`config.mk`:
```
export PLATFORM = sky130hd
export DESIGN_NAME = gate_fault_supervisor
export DESIGN_NICKNAME = d
export VERILOG_FILES = /design/src/rtl/gate_fault_supervisor.sv
export SDC_FILE = /design/constraint.sdc
export NUM_CORES = 1
export LEC_CHECK = 0
export BUFFER_PORTS_ARGS = -buffer_cell sky130_fd_sc_hd__buf_2
export CORE_ASPECT_RATIO = 0.5
export CORE_MARGIN = 4
export CORE_UTILIZATION = 53
export DETAILED_ROUTE_END_ITERATION = 16
export PLACE_DENSITY = 0.85
export REMOVE_ABC_BUFFERS = 1
export SYNTH_ARGS = -nofsm -noshare
export SYNTH_HDL_FRONTEND = slang
export SYNTH_SLANG_ARGS = --single-unit
export TNS_END_PERCENT = 20
```
`constraint.sdc`:
```
create_clock -name clk -period 1.8 [get_ports clk]
set_input_delay 0.09 -clock clk [delete_from_list [all_inputs] [get_ports clk]]
set_output_delay 0.09 -clock clk [all_outputs]
set_load 0.01 [all_outputs]
```
`src/rtl/gate_fault_supervisor.sv`:
```
module gate_fault_supervisor #(
  parameter int NCH     = 6,
  parameter int LIM_CYC = 10,
  parameter int SD_CYC  = 1100
) (
  input  logic           clk,
  input  logic           rst_n,
  input  logic           en,
  input  logic [NCH-1:0] cmd_on,
  input  logic [NCH-1:0] ds_ovr,
  input  logic [NCH-1:0] bs_warn,
  input  logic [NCH-1:0] uvlo,
  input  logic           ot_warn,
  output logic [NCH-1:0] gate_lim,
  output logic [NCH-1:0] force_off,
  output logic           shutdown,
  output logic           err_n,
  output logic [2:0]     fault_cause
);
  localparam int CW = $clog2(SD_CYC + 1);

  logic [CW-1:0]  cnt [NCH];
  logic [NCH-1:0] lock, cmd_q, mon, sd_hit;
  logic           sd_set, supply_bad;

  for (genvar g = 0; g < NCH; g++) begin : g_ch
    assign mon[g]      = cmd_on[g] & ds_ovr[g] & ~lock[g] & ~uvlo[g] & en & ~shutdown;
    assign sd_hit[g]   = mon[g] && (cnt[g] == CW'(SD_CYC - 1));
    assign gate_lim[g] = cnt[g] >= CW'(LIM_CYC);
  end

  assign sd_set     = |sd_hit;
  assign supply_bad = |bs_warn | |uvlo;
  assign force_off  = lock | {NCH{shutdown}};
  assign err_n      = ~|fault_cause;

  always_ff @(posedge clk or negedge rst_n) begin
    if (!rst_n) begin
      for (int i = 0; i < NCH; i++) cnt[i] <= '0;
      lock        <= '0;
      cmd_q       <= '0;
      shutdown    <= 1'b0;
      fault_cause <= '0;
    end else begin
      for (int i = 0; i < NCH; i++) begin
        if (!mon[i])                      cnt[i] <= '0;
        else if (cnt[i] != CW'(SD_CYC))   cnt[i] <= cnt[i] + 1'b1;
        if (uvlo[i])                      lock[i] <= 1'b1;
        else if (cmd_on[i] != cmd_q[i])   lock[i] <= 1'b0;
      end
      cmd_q <= cmd_on;
      if (en) begin
        shutdown    <= shutdown | sd_set;
        fault_cause <= fault_cause | {ot_warn, supply_bad, sd_set};
      end else begin
        shutdown    <= 1'b0;
        fault_cause <= {ot_warn, supply_bad, 1'b0};
      end
    end
  end
endmodule


```
==> results of run 1 <==
flip-flops by register name (all words and copies together) (netlist names):
signal,cells
cnt,66
cmd_q,6
lock,6
fault_cause,3
shutdown,1
metrics by stage:
step                      area, sq um  setup TNS [ns]
after global routing             5570          -1.623
after detailed placement         4915         -0.3278
after floorplan                  4192         -0.3855
after global placement           4915         -0.2636
final                            5570         -0.9741
after CTS                        5509         -0.1901
layout make-up:
class,instances,area [sq um]
timing repair buffer,113,802.0
clock buffer,12,236.5
multi-input combinational,338,2183
inverter,16,60.06
antenna,1,2.502
sequential,82,2052
fill,447,1972
tap,108,135.1
clock inverter,4,98.84
where the power goes:
group          internal, mW  leakage (nW)  total (mW)  switching (mW)
Sequential             1.87          1.10        1.89          0.0201
Clock                  1.36         0.161        2.12           0.761
Combinational         0.100          1.30       0.220           0.120
worst max-delay path: cells and delay by family (launching register included):
| kind | cells | cell delay [ns] |
|---|---|---|
| compound gates | 1 | 0.15 |
| simple gates | 4 | 1.35 |
| flops | 1 | 0.41 |
synthesized netlist by cell type (5+ instances only):
library cell,number
a21o_1,8
a21oi_1,12
a31oi_1,5
and3_1,20
clkbuf_1,8
dfrtp_1,82
ha_1,18
inv_1,16
nand2_1,29
nand3_1,30
nand4_1,17
nor2_1,77
nor3_1,13
nor4_1,8
o21ai_0,5
o31ai_1,6
or2_2,7
or3_1,9
xnor2_1,22
xor2_1,23
kinds of logic after synthesis:
family,Yosys count,synth area share (%)
and+or+nand+nor,227,26.80
DFF,82,48.52
xor gates and xnor gates,45,9.319
AOI/OAI and AO/OA,44,6.775
buffers and inverters,25,2.308
adders and majority gates,18,5.326
muxes,4,0.9468
worst max path at each step:
stage / start / end / slack [ns] / cells past startpoint
2_1_floorplan: shutdown / shutdown / -0.19 / 5
3_3_place_gp: shutdown / shutdown / -0.13 / 5
5_1_grt: cnt[18] / shutdown / -0.18 / 5
4_1_cts: cnt[18] / fault_cause[0] / -0.08 / 5
6_report: cnt[16] / shutdown / -0.17 / 5
3_5_place_dp: shutdown / shutdown / -0.12 / 5
per-layer routing:
metal	GRT usage [%]	routed length, um
met1	29.70	4699
met3	6.818	1234
met2	47.55	6381
met4	16.48	1084
met5	0	0
timing repair:
item                       4_1_cts  5_1_grt
pin swaps                        4        8
hold endpoints to repair        79        0
hold buffers                    18        0
setup buffers                    4        0
gates resized for setup         11       13
setup endpoints to repair       11       19
==> key figures, run 1 <==
Status
  • Status: finished, violations left
  • Failing checks: setup timing

STA
  • Fin worst setup slack: -0.1654 ns
  • Max_slew headroom: 65.89%
  • Hold WS: 0.05182 ns
  • Max Fclk: 508.8 MHz
  • Post-route minimum period: 1.965 ns
  • RSZ-0062 raised after global routing: yes
  • Final setup vio count: 13
  • Slew Viols, Final: 0
  • Slew @ Worst Pin: 0.5077 ns
  • Hold Vio Cnt, Final: 0
  • Final Skew: 0.009845 ns
  • Fin crit share: 109.2%

Power and ir drop
  • LEAKAGE: 2.567 nW
  • Design Power: 4.230 mW
  • PwrDens: 759.4 mW/mm^2
  • Maximum vdd drop: 701.6 uV

Hold path
  • Hold path endpoint: lock[1]
  • WHS Path Cells: 2
  • Hold path start: uvlo[1]
  • Hold Crit Class: input port to flop

Routing
  • DRT iter0 DRCs: 581
  • Drt wl/cell: 19.88 um
  • Router iterations before antenna repair: 6
  • Antenna viol nets, final: 0
  • Number of vias per cell: 6.212
  • DR vias: 4187
  • Aggregate routed wire length: 13.40 mm
  • Post-route DRC: 0

Synth
  • Syn_area_per_cell: 9.503 sq um
  • Top_reg_cell synth: dfrtp_1
  • EDFF count, synth: 0
  • Fraction of registers with async set/reset: 100.0%
  • Synth Register Bits: 82
  • Synth top area share: 48.52%
  • Top post-synthesis cells by area: dfrtp_1 (49%), nor2_1 (6.8%), ha_1 (5.3%)
  • Cell variety after synth: 34
  • Mapped Area: 0.004229 sq mm
  • Synthesized instance count: 445
  • Seq/Total Area, Yosys: 48.52%
  • Cell taking the most area after synthesis: dfrtp_1
  • Synth warnings: 0

Floorplan
  • Chip Width: 134.3 um
  • Die Y: 71.17 um
  • Row cnt: 22
  • Starting Density: 56.07%
  • Die area: 0.009559 sq mm
  • Core ar.: 0.007542 sq mm
  • Io pins: 45

Final layout
  • Area Overhead vs Synth: 31.72%
  • Final Non-Filler Cells: 674
  • Most common cell after layout, fill and taps aside: dfrtp_1
  • Share of cells above drive strength 1: 24.60%
  • Final Util: 73.86%
  • Most frequent cells in the layout: dfrtp_1 (82), nor2_1 (77), buf_4 (50)
  • Final #Nets: 606

Worst setup path
  • R2R Path End: shutdown
  • Worst R2R Path Depth: 5
  • Element type at the critical path start: flop
  • CP Capture Type: flop
  • Worst Path Max Fanout: 2
  • CP dominant cell by count: or4_4
  • Reg2reg start: cnt[16]
  • Crit path DAT: 2.24 ns
  • Critical path's slowest cell: or4_4
  • Critical path required time: 2.08 ns
  • CP cell instances: or4_4, or3_1, nor4_2, or4_4, o31a_2
  • WS Path Type: flop to flop
  • CP peak stage delay: 0.52 ns
  • R2R Setup Slk: -0.17 ns

Global route
  • Largest net degree at the start of global routing: 41
  • Initial antenna violation count: 1
  • Gr ovfl total: 0
  • Vias in the first global route: 4215
  • Gr usage total: 26.97%
  • First-pass GRT wire length: 20.40 mm

Clock tree
  • CTS Root Cell: clkbuf_16
  • Worst skew pair latency: 0.34 ns
  • CTS HTree Levels: 3
  • Total CTS buffers: 9
  • CTS tree: built
  • Reg clk slew, reported paths: 0.06 ns
  • CTS Buffer Depth: 2
  • Sink Count: 82

Placed design
  • Pre-CTS WS: -0.1236 ns
  • GPL Wtd Cong: 0.8582
  • Dpl cells: 635
  • Hpwl dp: 6.578 mm
  • Port buffer count: 44

Flow run
  • Max-cap violations: 0
(Power assumes the default switching activity.)
==> run 2, diff against run 1 <==
--- a/config.mk
+++ b/config.mk
@@ -7,7 +7,6 @@
 export LEC_CHECK = 0
 export BUFFER_PORTS_ARGS = -buffer_cell sky130_fd_sc_hd__buf_2
 export CORE_ASPECT_RATIO = 0.5
-export CORE_MARGIN = 4
 export CORE_UTILIZATION = 53
 export DETAILED_ROUTE_END_ITERATION = 16
 export PLACE_DENSITY = 0.85
==> key figures, run 2 (synthesis gave the netlist of run 1 again) <==
Global route
  • Vias in the first global route: 4052
  • Gr usage total: 31.80%
  • Gr ovfl total: 0
  • Largest net degree at the start of global routing: 36
  • First-pass GRT wire length: 19.96 mm
  • Initial antenna violation count: 0

Flow run
  • Max-cap violations: 0

Routing
  • Number of vias per cell: 6.013
  • Router iterations before antenna repair: 5
  • Drt wl/cell: 18.63 um
  • DR vias: 4035
  • Antenna viol nets, final: 0
  • Aggregate routed wire length: 12.50 mm
  • Post-route DRC: 0
  • DRT iter0 DRCs: 428

Final layout
  • Most common cell after layout, fill and taps aside: dfrtp_1
  • N_diodes: 0
  • Final Util: 73.61%
  • Max reg flops: 66
  • Area Overhead vs Synth: 30.80%
  • Top flop regs: cnt: 66 flops, cmd_q: 6 flops, lock: 6 flops
  • Final #Nets: 604
  • Share of cells above drive strength 1: 25.40%
  • Most frequent cells in the layout: dfrtp_1 (81), nor2_1 (76), buf_4 (47)
  • Top reg by flops: cnt
  • Fill cells: 447

Worst setup path
  • Critical path required time: 2.09 ns
  • Element type at the critical path start: flop
  • CP Capture Type: flop
  • Worst R2R Path Depth: 5
  • Worst Path Max Fanout: 6
  • R2R Setup Slk: -0.05 ns
  • R2R Path End: shutdown
  • Crit path DAT: 2.14 ns
  • Worst Setup SP: shutdown
  • Reg2reg start: shutdown
  • WS Path Type: flop to flop

Status
  • Status: finished, violations left
  • Failing checks: setup timing

Floorplan
  • Io pins: 45
  • Starting Density: 56.28%
  • Core ar.: 0.007515 sq mm
  • Die Y: 65.17 um
  • Row cnt: 22
  • Die area: 0.008362 sq mm
  • Chip Width: 128.3 um

Power and ir drop
  • PwrDens: 699.2 mW/mm^2
  • LEAKAGE: 2.538 nW
  • Maximum vdd drop: 461.7 uV
  • Design Power: 3.868 mW

Placed design
  • GPL Wtd Cong: 0.8912
  • Hpwl dp: 6.445 mm
  • Port buffer count: 44

Clock tree
  • CTS HTree Levels: 3
  • Worst skew pair latency: 0.35 ns
  • Sink Count: 82
  • CTS Buffer Depth: 2
  • CTS tree: built
  • CTS Root Cell: clkbuf_16
  • Reg clk slew, reported paths: 0.06 ns
  • Total CTS buffers: 9

STA
  • Fin worst setup slack: -0.05296 ns
  • Hold WS: 0.1086 ns
  • Hold Vio Cnt, Final: 0
  • Post-route minimum period: 1.853 ns
  • Max_slew headroom: 63.40%
  • RSZ-0062 raised after global routing: yes
  • Slew Viols, Final: 0
  • Final setup vio count: 8
  • Max Fclk: 539.7 MHz
  • Fin crit share: 102.9%
  • Slew @ Worst Pin: 0.5465 ns
  • Final Skew: 0.008200 ns

Hold path
  • WHS Path Cells: 3
  • Hold path start: en
  • Hold Crit Class: input port to flop
  • Hold path endpoint: fault_cause[2]
## run 2: changes by cell type in the layout (fill, tap and decap cells not counted), sizes merged
| cell | delta |
|---|---|
| clkinv | +4 |
| buf | -3 |
| bufinv | -3 |
| clkbuf | -2 |
| clkinvlp | +2 |
| diode | -1 |
| dlygate4sd3 | +1 |
| inv | -1 |
## run 2: cell type report
class / count / area, sq um / area share, %
multi-input cells: 338 / 2212 / 39.99
flip-flops and latches: 82 / 2053 / 37.12
repair buffers: 111 / 789.5 / 14.27
clock buffers: 10 / 239.0 / 4.320
well taps: 108 / 135.1 / 2.443
inverters: 16 / 60.06 / 1.086
clock inverters: 6 / 42.54 / 0.7691
## run 2: routing by layer
layer / up-vias / GRT usage [%] / part of all wire (%)
li1: 1768 / - / -
met1: 1967 / 38.56 / 39
met2: 218 / 50.81 / 48
met3: 82 / 8.876 / 7.7
met4: 0 / 20.59 / 5.6
met5: - / 0 / 0
## run 2: report_power, final
group	switching [mW]	internal, mW	leakage [nW]	total (mW)
registers	0.0206	1.87	1.10	1.89
clock network	0.785	0.972	0.134	1.76
logic	0.124	0.101	1.30	0.225
total	0.929	2.94	2.54	3.87
## run 2: timing repair
item / CTS / global route
hold buffers: 19 / 0
pin swaps: 11 / 13
setup endpoints to repair: 17 / 22
resized for setup: 11 / 18
setup buffers: 3 / 0
hold endpoints to repair: 47 / 0
## run 2: critical path, cell delays in order (launching register included)
cell     delay, ns
dfrtp_1       0.38
nor2b_2       0.46
nand4_1       0.21
nor4_1        0.42
or4_4         0.21
o31a_2        0.12
## run 2: metrics by stage
stage               cell area (sq um)  setup slack, ns  std cells  TNS [ns]
global placement                 4900          -0.1001        633   -0.2205
CTS                              5450         -0.01543        671  -0.03791
finish                           5532         -0.05296        671   -0.3006
global route                     5532          -0.1342        671    -1.240
floorplan                        4192          -0.1928        436   -0.3855
detailed placement               4900          -0.1429        633   -0.5785
## run 2: worst max-delay path by stage
stage,endpoint,depth (start not counted)
6_report,shutdown,5
5_1_grt,shutdown,5
4_1_cts,gate_lim[4],5
3_5_place_dp,shutdown,5
3_3_place_gp,shutdown,5
2_1_floorplan,shutdown,5
==> run 3, diff against run 2 <==
--- a/config.mk
+++ b/config.mk
@@ -6,9 +6,10 @@
 export NUM_CORES = 1
 export LEC_CHECK = 0
 export BUFFER_PORTS_ARGS = -buffer_cell sky130_fd_sc_hd__buf_2
-export CORE_ASPECT_RATIO = 0.5
+export CORE_ASPECT_RATIO = 1.2
 export CORE_UTILIZATION = 53
 export DETAILED_ROUTE_END_ITERATION = 16
+export HOLD_SLACK_MARGIN = 0.03
 export PLACE_DENSITY = 0.85
 export REMOVE_ABC_BUFFERS = 1
 export SYNTH_ARGS = -nofsm -noshare
==> key figures, run 3 (synthesis gave the netlist of run 1 again) <==
STA
  • Slew Viols, Final: 0
  • Slew @ Worst Pin: 0.5638 ns
  • Fin crit share: 103.1%
  • Fin worst setup slack: -0.05576 ns
  • Final Skew: 0.008236 ns
  • Final setup TNS: -0.1209 ns
  • Final setup vio count: 3
  • Post-route minimum period: 1.856 ns
  • Hold Vio Cnt, Final: 0
  • Max_slew headroom: 62.42%
  • Max Fclk: 538.9 MHz
  • RSZ-0062 raised after global routing: yes

Worst setup path
  • CP Capture Type: flop
  • Critical path required time: 2.11 ns
  • CP cell instances: or4_4, or3_4, nor4_4, or4_4, o31a_2
  • Element type at the critical path start: flop
  • CP peak stage delay: 0.56 ns
  • Worst Path Max Fanout: 3
  • Worst path bufs/invs: 0
  • Critical path's slowest cell: or4_4
  • CP dominant cell by count: or4_4
  • WS Path Type: flop to flop
  • CP top delay family: simple AND/OR/NAND/NOR gates
  • Crit path DAT: 2.16 ns

Routing
  • Drt wl/cell: 15.37 um
  • Aggregate routed wire length: 10.01 mm
  • Number of vias per cell: 5.621
  • Antenna viol nets, final: 0
  • Post-route DRC: 0
  • DRT iter0 DRCs: 187
  • DR vias: 3659
  • Router iterations before antenna repair: 4

Power and ir drop
  • Maximum vdd drop: 437.7 uV
  • P_sw: 0.7847 mW
  • LEAKAGE: 2.497 nW
  • Combinational Power Share: 5.8%
  • Clock power share: 42.0%
  • Sw frac: 21.81%
  • PwrDens: 670.8 mW/mm^2
  • P_int: 2.813 mW
  • Seq pwr share: 52.2%

Clock tree
  • Worst skew pair latency: 0.37 ns
  • CTS Root Cell: clkbuf_8
  • CTS tree: built
  • CTS Buffer Depth: 2
  • Postcts setup bufs: 0
  • Sink Count: 82
  • Total CTS buffers: 9
  • CTS HTree Levels: 3
  • Reg clk slew, reported paths: 0.08 ns

Final layout
  • Most common cell after layout, fill and taps aside: dfrtp_1
  • Share of cells above drive strength 1: 22.90%
  • Max reg flops: 66
  • Top flop regs: cnt: 66 flops, cmd_q: 6 flops, lock: 6 flops
  • Final #Nets: 601
  • Final Non-Filler Cells: 651
  • Most frequent cells in the layout: dfrtp_1 (82), nor2_1 (77), buf_4 (44)
  • Top reg by flops: cnt
  • N_diodes: 0
  • Area Overhead vs Synth: 26.80%
  • Fill cells: 552

Floorplan
  • Die area: 0.008342 sq mm
  • Starting Density: 54.87%
  • Core ar.: 0.007707 sq mm
  • Die Y: 99.86 um
  • Io pins: 45
  • Chip Width: 83.55 um
  • Row cnt: 35

Global route
  • Vias in the first global route: 3695
  • Largest net degree at the start of global routing: 43
  • First-pass GRT wire length: 16.74 mm
  • Initial antenna violation count: 0
  • Gr usage total: 25.56%
  • Gr ovfl total: 0

Placed design
  • GPL Wtd Cong: 0.8917
  • Hpwl dp: 6.870 mm
  • Port buffer count: 44
  • Dpl cells: 616

Status
  • Status: finished, violations left
  • Failing checks: setup timing

Hold path
  • Hold Crit Class: input port to flop

Flow run
  • Max-cap violations: 0
==> run 3: through the flow <==
| stage | total power [mW] | setup slack (ns) | instance area (sq um) | util [%] | hold WS (ns) |
|---|---|---|---|---|---|
| 3_3_place_gp | 2.085 | -0.07696 | 4860 | 63.05 | 0.1045 |
| 2_1_floorplan | 1.972 | -0.1928 | 4192 | - | -0.2056 |
| 6_report | 3.598 | -0.05576 | 5363 | 69.58 | 0.07813 |
| 4_1_cts | 3.621 | -0.08213 | 5324 | 69.07 | 0.06268 |
| 3_5_place_dp | 2.092 | -0.1089 | 4860 | 63.05 | 0.1133 |
| 5_1_grt | 3.716 | -0.1150 | 5363 | 69.58 | 0.08417 |
==> run 3: path summary, 6_finish.rpt <==
check	from	to	slack [ns]	cells past startpoint
worst max register to register	cnt[15]	shutdown	-0.06	5
worst min register to register	lock[4]	lock[4]	0.50	1
worst max-delay path	cnt[15]	shutdown	-0.06	5
max in group asynchronous	rst_n	cnt[9]	0.88	3
min in group asynchronous	rst_n	cnt[41]	0.25	2
worst min-delay path	en	fault_cause[2]	0.08	3
==> run 3: power by group through the flow <==
| stage | Combinational (mW) | Clock [mW] | Sequential (mW) |
|---|---|---|---|
| 6_report | 0.208 | 1.51 | 1.88 |
| 5_1_grt | 0.229 | 1.60 | 1.88 |
| 4_1_cts | 0.209 | 1.53 | 1.88 |
| 3_5_place_dp | 0.177 | 0 | 1.92 |
| 3_3_place_gp | 0.172 | 0 | 1.91 |
| 2_1_floorplan | 0.0593 | 0 | 1.91 |
==> run 3: area by class of cell <==
| type | instances | area, sq um | area share, % |
|---|---|---|---|
| clock inverters | 4 | 75.07 | 1.400 |
| multi-input cells | 338 | 2152 | 40.13 |
| repair buffers | 108 | 757.0 | 14.12 |
| inverters | 16 | 60.06 | 1.120 |
| well taps | 92 | 115.1 | 2.147 |
| flip-flops and latches | 82 | 2052 | 38.26 |
| clock buffers | 11 | 151.4 | 2.823 |
==> run 3: timing repair <==
item	in CTS	in global routing
resized for setup	8	9
endpoints found under the hold margin	53	0
setup endpoints to repair	6	18
hold buffers	20	0
cloned	0	0
pin swaps	8	6
==> run 3: worst min-delay path: cells and delay by family <==
kind	cells	cell delay [ns]
buffers and inverters	2	0.21
AO/OA/AOI/OAI	1	0.10
==> run 3: metal layers <==
metal | wire (um) | global-route usage, % | share of wire [%] | up-vias
li1 | - | - | - | 1752
met1 | 4190 | 30.05 | 42 | 1808
met2 | 5273 | 45.71 | 53 | 78
met3 | 284 | 4.030 | 2.8 | 21
met4 | 259 | 12.78 | 2.6 | 0
met5 | 0 | 0 | 0 | -
